`config.mk`:
```
export PLATFORM = sky130hd
export DESIGN_NAME = fwd_stall_ctrl
export DESIGN_NICKNAME = d
export VERILOG_FILES = /design/src/rtl/hzd_pkg.sv /design/src/rtl/fwd_pick.sv /design/src/rtl/ld_use_det.sv /design/src/rtl/mul_hzd_det.sv /design/src/rtl/fwd_stall_ctrl.sv
export SDC_FILE = /design/constraint.sdc
export NUM_CORES = 1
export LEC_CHECK = 0
export BUFFER_PORTS_ARGS = -buffer_cell sky130_fd_sc_hd__clkbuf_2
export CORE_MARGIN = 3
export CORE_UTILIZATION = 38
export DETAILED_ROUTE_END_ITERATION = 12
export GPL_ROUTABILITY_DRIVEN = 0
export PLACE_DENSITY = 0.91
export SLEW_MARGIN = 30
export SYNTH_ARGS = -nofsm -noshare
export SYNTH_HDL_FRONTEND = slang
export SYNTH_HIERARCHICAL = 1
export SYNTH_SLANG_ARGS = --single-unit
```
`constraint.sdc`:
```
create_clock -name vclk -period 1.3
set_input_delay 0.065 -clock vclk [all_inputs]
set_output_delay 0.065 -clock vclk [all_outputs]
set_load 0.01 [all_outputs]
```
`src/rtl/hzd_pkg.sv`:
```
package hzd_pkg;
   typedef enum logic [1:0] {
      OPC_ALU   = 2'd0,
      OPC_LOAD  = 2'd1,
      OPC_STORE = 2'd2,
      OPC_MUL   = 2'd3
   } opc_e;

   typedef enum logic [1:0] {
      SRC_MEM = 2'd0,
      SRC_WB  = 2'd1,
      SRC_RF  = 2'd2
   } fwd_e;
endpackage

```
`src/rtl/fwd_pick.sv`:
```
module fwd_pick #(
   parameter int RW = 5
) (
   input  logic [RW-1:0] src,
   input  logic          m_wr,
   input  logic [RW-1:0] m_rd,
   input  logic          w_wr,
   input  logic [RW-1:0] w_rd,
   output logic [1:0]    sel
);
   import hzd_pkg::*;

   logic live, hit_m, hit_w;

   always_comb begin
      live  = |src;
      hit_m = live && m_wr && (m_rd == src);
      hit_w = live && w_wr && (w_rd == src);
      if (hit_m)      sel = SRC_MEM;
      else if (hit_w) sel = SRC_WB;
      else            sel = SRC_RF;
   end

   // a zero source always reads the register file
   always_comb begin
      if (src == '0) assert_zero_reads_rf_R9: assert (sel == SRC_RF);
   end
endmodule

```
`src/rtl/ld_use_det.sv`:
```
module ld_use_det #(
   parameter int RW = 5
) (
   input  logic          x_ld,
   input  logic [RW-1:0] x_rd,
   input  logic [RW-1:0] d_rs1,
   input  logic [RW-1:0] d_rs2,
   input  logic          d_is_store,
   output logic          hit
);
   logic hit1, hit2;

   assign hit1 = x_ld && (d_rs1 == x_rd);
   assign hit2 = x_ld && (d_rs2 == x_rd) && !d_is_store;
   assign hit  = hit1 || hit2;

   // a store whose data register alone matches is not held
   always_comb begin
      if (x_ld && d_is_store && (d_rs1 != x_rd))
         assert_store_exempt_R5: assert (!hit);
   end
endmodule

```
`src/rtl/mul_hzd_det.sv`:
```
module mul_hzd_det #(
   parameter int RW   = 5,
   parameter int NMUL = 4
) (
   input  logic [NMUL-2:0]         p_valid,
   input  logic [NMUL-2:0][RW-1:0] p_rd,
   input  logic [RW-1:0]           d_rs1,
   input  logic [RW-1:0]           d_rs2,
   input  logic [RW-1:0]           d_rd,
   input  logic                    d_wr,
   input  logic                    d_is_mul,
   output logic                    raw_hit,
   output logic                    port_hit,
   output logic                    order_hit
);
   localparam int NTRK     = NMUL - 1;
   localparam int PORT_IDX = NMUL - 3;

   logic [NTRK-1:0] stage_live;
   logic [NTRK-1:0] stage_raw;

   for (genvar i = 0; i < NTRK; i++) begin : g_trk
      assign stage_live[i] = p_valid[i] && (|p_rd[i]);
      assign stage_raw[i]  = stage_live[i] &&
                             ((p_rd[i] == d_rs1) || (p_rd[i] == d_rs2));
   end

   assign raw_hit   = |stage_raw;
   assign port_hit  = d_wr && !d_is_mul && stage_live[PORT_IDX];
   assign order_hit = d_wr && stage_live[0] && (p_rd[0] == d_rd);

   // the youngest multiply is always seen by a reader of its result
   always_comb begin
      if (p_valid[0] && (|p_rd[0]) && (p_rd[0] == d_rs1))
         assert_young_mul_raw_R6: assert (raw_hit);
   end

   // a non-multiply writer never shares the port cycle with a multiply
   always_comb begin
      if (d_wr && !d_is_mul && p_valid[PORT_IDX] && (|p_rd[PORT_IDX]))
         assert_port_clash_R7: assert (port_hit);
   end
endmodule

```
`src/rtl/fwd_stall_ctrl.sv`:
```
module fwd_stall_ctrl #(
   parameter int RW   = 5,
   parameter int NMUL = 4
) (
   input  logic                    d_valid,
   input  logic [1:0]              d_op,
   input  logic [RW-1:0]           d_rs1,
   input  logic [RW-1:0]           d_rs2,
   input  logic [RW-1:0]           d_rd,
   input  logic                    d_we,
   input  logic                    x_valid,
   input  logic [1:0]              x_op,
   input  logic [RW-1:0]           x_rs1,
   input  logic [RW-1:0]           x_rs2,
   input  logic [RW-1:0]           x_rd,
   input  logic                    x_we,
   input  logic                    m_valid,
   input  logic [1:0]              m_op,
   input  logic [RW-1:0]           m_rs2,
   input  logic [RW-1:0]           m_rd,
   input  logic                    m_we,
   input  logic                    w_valid,
   input  logic [RW-1:0]           w_rd,
   input  logic                    w_we,
   input  logic [NMUL-2:0]         p_valid,
   input  logic [NMUL-2:0][RW-1:0] p_rd,
   output logic [1:0]              sel_a,
   output logic [1:0]              sel_b,
   output logic                    sel_st,
   output logic                    stall
);
   import hzd_pkg::*;

   if (NMUL < 3) begin : g_bad_nmul
      $error("fwd_stall_ctrl: NMUL must be at least 3");
   end
   if (RW < 1) begin : g_bad_rw
      $error("fwd_stall_ctrl: RW must be at least 1");
   end

   logic m_wr, w_wr, x_ld, d_wr;
   logic lu_hit, raw_hit, port_hit, order_hit;
   logic [1:0][RW-1:0] x_src;
   logic [1:0][1:0]    alu_sel;

   assign m_wr = m_valid && m_we && (|m_rd);
   assign w_wr = w_valid && w_we && (|w_rd);
   assign x_ld = x_valid && x_we && (|x_rd) && (x_op == OPC_LOAD);
   assign d_wr = d_we && (|d_rd);

   assign x_src = {x_rs2, x_rs1};

   for (genvar g = 0; g < 2; g++) begin : g_alu_in
      fwd_pick #(.RW(RW)) u_pick (
         .src  (x_src[g]),
         .m_wr (m_wr),
         .m_rd (m_rd),
         .w_wr (w_wr),
         .w_rd (w_rd),
         .sel  (alu_sel[g])
      );
   end

   assign sel_a  = alu_sel[0];
   assign sel_b  = alu_sel[1];
   assign sel_st = m_valid && (m_op == OPC_STORE) && (|m_rs2) &&
                   w_wr && (w_rd == m_rs2);

   ld_use_det #(.RW(RW)) u_ld_use (
      .x_ld       (x_ld),
      .x_rd       (x_rd),
      .d_rs1      (d_rs1),
      .d_rs2      (d_rs2),
      .d_is_store (d_op == OPC_STORE),
      .hit        (lu_hit)
   );

   mul_hzd_det #(.RW(RW), .NMUL(NMUL)) u_mul_hzd (
      .p_valid   (p_valid),
      .p_rd      (p_rd),
      .d_rs1     (d_rs1),
      .d_rs2     (d_rs2),
      .d_rd      (d_rd),
      .d_wr      (d_wr),
      .d_is_mul  (d_op == OPC_MUL),
      .raw_hit   (raw_hit),
      .port_hit  (port_hit),
      .order_hit (order_hit)
   );

   assign stall = d_valid && (lu_hit || raw_hit || port_hit || order_hit);

   // a live memory-stage match on the first operand takes priority
   always_comb begin
      if ((|x_rs1) && m_valid && m_we && (m_rd == x_rs1))
         assert_mem_first_R1: assert (sel_a == SRC_MEM);
   end

   // the writeback-to-memory path is used for stores only
   always_comb begin
      if (sel_st) assert_wb_store_only_R3: assert (m_valid && m_op == OPC_STORE);
   end

   // an empty decode stage is never held
   always_comb begin
      if (!d_valid) assert_idle_no_stall_R10: assert (!stall);
   end

   // a load feeding the first decode source always holds decode
   always_comb begin
      if (d_valid && x_valid && x_we && (x_op == OPC_LOAD) && (|x_rd) && (d_rs1 == x_rd))
         assert_load_use_R4: assert (stall);
   end
endmodule

```
== Yosys cells after proc, flatten, opt, wreduce, memory -nomap -nowiden ==
Index checks and enable logic that the tools add are counted.
Operators by class
  equality and inequality tests: 18
  reductions and logical operators: 54
  muxes and demuxes: 4
Operator list (number)
  equality test 5 bit: 14
  OR reduction 5 bit: 10
  logical AND 1 bit: 34
  two-way mux 2 bit: 4
  logical OR 1 bit: 7
  equality test 2 bit, second input constant: 3
  OR reduction 3 bit: 1
  equality test 2 x 1 -> 1 bit, second input constant: 1
  zero test 1 bit: 2
Storage, ports and cells
  output and inout bits: 6
  word-level logic and storage cells: 76
  flip-flop bits (word level): 0
  input bits: 77

== Logic depth before layout (Yosys ltp) ==
  depth after elaboration: 10
  gate-level depth with buffers: 6
  mapped depth without buffers: 6

== Hierarchy ==
The synthesis kept the hierarchy.
By module, submodules not included
  mul_hzd_det: instances 1, area an instance 465.4 um2, cells an instance 58, sequential area each 0.0 um2
  fwd_pick: instances 2, area an instance 150.1 um2, cells an instance 18, sequential area each 0.0 um2
  fwd_stall_ctrl: instances 1, area an instance 172.7 um2, cells an instance 25, sequential area each 0.0 um2
  ld_use_det: instances 1, area an instance 117.6 um2, cells an instance 15, sequential area each 0.0 um2

== Worst setup path after synthesis ==
No wires, ideal clock.
  path type: input -> output
  start: input p_rd[11] (netlist name)
  end: output stall
  stages: 4
  data required time: 1.235 ns
  arrival: 1.329 ns
  path slack: -0.094 ns
  buffers on the path: 0
  cell sequence: or4_1 > o221ai_2 > o221ai_2 > o41a_1
On the way
  longest elaborated chain between the ends: 8
  elaborated cells on any way between the ends: 11
  those cells by class: 2 x eq/ne; 9 x reduce/logical
RTL lines
  start: declaration: line fwd_stall_ctrl.sv:26  | input logic [NMUL-2:0][RW-1:0] p_rd,
  equality test 5 bit or OR reduction 5 bit (tied branches): line mul_hzd_det.sv:25, mul_hzd_det.sv:23
  logical OR 1 bit or logical AND 1 bit (tied branches): line mul_hzd_det.sv:25, mul_hzd_det.sv:23
  logical AND 1 bit (*): line mul_hzd_det.sv:24  | assign stage_raw[i] = stage_live[i] &&
  OR reduction 3 bit (*): line mul_hzd_det.sv:28  | assign raw_hit = |stage_raw;
  net raw_hit: line fwd_stall_ctrl.sv:42  | logic lu_hit, raw_hit, port_hit, order_hit;
  logical OR 1 bit (*) (3 in a row): line fwd_stall_ctrl.sv:91  | assign stall = d_valid && (lu_hit || raw_hit || port_hit || order_hit);
  logical AND 1 bit (*): line fwd_stall_ctrl.sv:91
  end: declaration: line fwd_stall_ctrl.sv:30  | output logic stall
Mark *: on every way through the listed nets, which the timed path passes. The rest lies on a longest branch.

== Final worst setup path ==
  start: input p_rd[14] (netlist name)
  end: output stall
Same word-level chain as after synthesis.

==> PnR_summary.wiki <==
{| class="wikitable"
! Metric !! Value
|-
| Slowest stage delay, CP || 550 ps
|-
| Final critical-path setup slack || -334 ps
|-
| Number of max-cap violations || 0
|-
| Routed WL || between 4000 and 5000 µm
|-
| Setup crit start kind || input port
|-
| ANT nets after route || 0
|-
| Synthesis warning total || 6
|-
| Initial core utilization || 0.411
|-
| RSZ-0062 raised after global routing || true
|-
| Die Area || ~0.0034 mm²
|-
| Dpl hpwl || approximately 3600 µm
|-
| Nets || approximately 340
|-
| Sequential cell count || 0
|-
| Fraction of layout instances using a drive strength above 1 || 0.537
|-
| Count of pins on the block boundary || slightly above 80
|-
| Category of cells accounting for the largest share of critical-path delay || compound AO/OA/AOI/OAI gates
|-
| Post-Synthesis Cells || between 100 and 150
|-
| Global-route wire length before repair || just over 6000 µm
|-
| Nets in the synthesized netlist || approximately 210
|-
| Worst hold margin || about 460 ps
|-
| Overall die width || approximately 60 µm
|-
| Crit path buffers/inverters || 2
|-
| Sequential cell area fraction in the yosys report || 0
|-
| Worst Hold Class || input port to output port
|-
| FF+latch area || 0 µm²
|-
| Die H || around 60 µm
|-
| Area growth from synthesis to layout || 76.8%
|-
| GRT Residual Overflow || 0
|-
| Unique cell type count in the Yosys netlist || 30
|-
| Outcome || finished, violations left
|-
| Ratio of routed vias to standard cells || about 5.1
|-
| Maximum number of pins on one net before global-route repair || 5
|-
| Number of antenna violations at the first check in global routing || 0
|-
| Critical-path cell with the highest stage delay || sky130_fd_sc_hd__or4_4
|-
| Number of DRC violations after detailed-routing iteration 0 || 33
|-
| Areal power density over the cells || 316 mW/mm²
|-
| Placement-stage worst setup slack || -318 ps
|-
| Worst setup EP type || output port
|-
| Via count of the first global-routing pass || around 1400
|-
| Post-route fraction of the period consumed by the critical path || 1.26
|-
| Core area || about 0.0026 mm²
|-
| Post-CTS Hold Buffers || 0
|-
| Fill count || just over 200
|-
| Worst Tran Pin Value || 402 ps
|-
| Worst-case vdd ir drop || 0.000273 V
|-
| Detailed-route DRC error count || 0
|-
| Period minus WS final || about 1600 ps
|-
| Cells traversed along the worst timing path || buf_6, or4_4, o221ai_4, o221ai_2, o41a_1, buf_2
|-
| Via Count || 1476
|-
| Post-DR wirelength/cell || around 14 µm
|-
| Overall Global Routing Usage || 0.223
|-
| Kind of critical path || input port to output port
|-
| Maximum fanout along the worst path || 2
|-
| Number of slew-limit violations in the final report || 0
|-
| Avg Cell Area, Syn || between 7 and 8 µm²
|-
| Leakage dissipation || between 0.8 and 0.9 nW
|-
| Placement row count || 18
|-
| Data arrival time at the worst-slack endpoint || roughly 1600 ps
|-
| Min-delay src || d_valid
|-
| First-pass detailed-route iteration total || 4
|-
| Worst EP required || around 1200 ps
|-
| CP Launch Point || p_rd[14]
|-
| Number of buffers added on ports || 83
|-
| Violations in the final reports || negative setup slack
|-
| Total design power || around 600 µW
|-
| Number of hold violations in the final report || 0
|-
| Number of diodes added for antenna fixing || 0
|-
| FMAX || roughly 600 MHz
|-
| Cell area after synthesis || 0.00106 mm²
|-
| Setup violations, final || 5
|-
| Number of clock buffers in the layout || 0
|-
| Worst slew slack as a fraction of its limit || 0.730
|}
## Yosys cell counts, drive strengths merged
master  number  area share
o221ai       2       0.028
nor2         5       0.023
o21a         1      0.0071
nand4b       1      0.0083
or3          2       0.012
nand2        4       0.014
nand3b       1      0.0071
or2          1      0.0059
a31oi        2       0.012
o311a        2       0.019
a21oi        1      0.0047
nor3        10       0.047
or4          6       0.046
nand4        7       0.041
o22ai        1      0.0059
nor3b        1      0.0071
and4         1      0.0083
nor4         5       0.041
nor2b        3       0.032
xor2        26        0.22
and2         1      0.0059
o21ai        3       0.021
nand3        4       0.019
o41a         1       0.011
xnor2       43        0.36
## cell type report
type	count	area, µm²	share of cell area
Tap cell	30	37.5	0.0201
Timing Repair Buffer	123	741	0.397
Multi-Input combinational cell	134	1090	0.583
## metal layers
layer,up-vias,wire [µm],global-route usage
met1,689,1590,0.269
li1,742,-,-
met3,4,207,0.0110
met4,0,37,0.0259
met2,41,2210,0.442
met5,-,0,0
## cell families after synthesis
kind of cell / count (synthesis) / synth area share
and+or+nand+nor: 52 / 0.319
AOI/OAI and AO/OA: 13 / 0.109
xor gates and xnor gates: 69 / 0.572
## timing repair
item                                    CTS  global route
buffers inserted                          0             1
cloned                                    0             0
endpoints found under the setup margin    5             5
pin swaps                                 0             7
gates resized for setup                   0            13
## metrics by stage
stage / instances / area (µm²) / setup TNS, ps / util
global route: 287 / 1870 / -743 / 0.727
detailed placement: 286 / 1800 / -448 / 0.702
CTS: 286 / 1800 / -465 / 0.702
floorplan: 134 / 1060 / -53.1 / -
finish: 287 / 1870 / -449 / 0.727
global placement: 286 / 1800 / -322 / 0.702
## path summary, 6_finish.rpt
path / endpoint / slack, ps / cells past startpoint
max: stall / -330 / 6
min: stall / 460 / 3
## placed cells by master (no fill, tap or decap), drive strengths merged, types with 2 or more instances in the layout
master  count
o21ai       3
nor3       10
nor4        5
a31oi       2
o311a       2
or4         6
nand4       7
buf        47
o221ai      2
clkbuf     76
nor2        5
or3         2
nand2       4
nand3       4
xnor2      43
nor2b       3
xor2       26
## report_power, final
group	switching (mW)	internal, mW	total, mW
registers	0	0	0
clock network	0	0	0
logic	0.264	0.326	0.590
(Power assumes the default switching activity.)
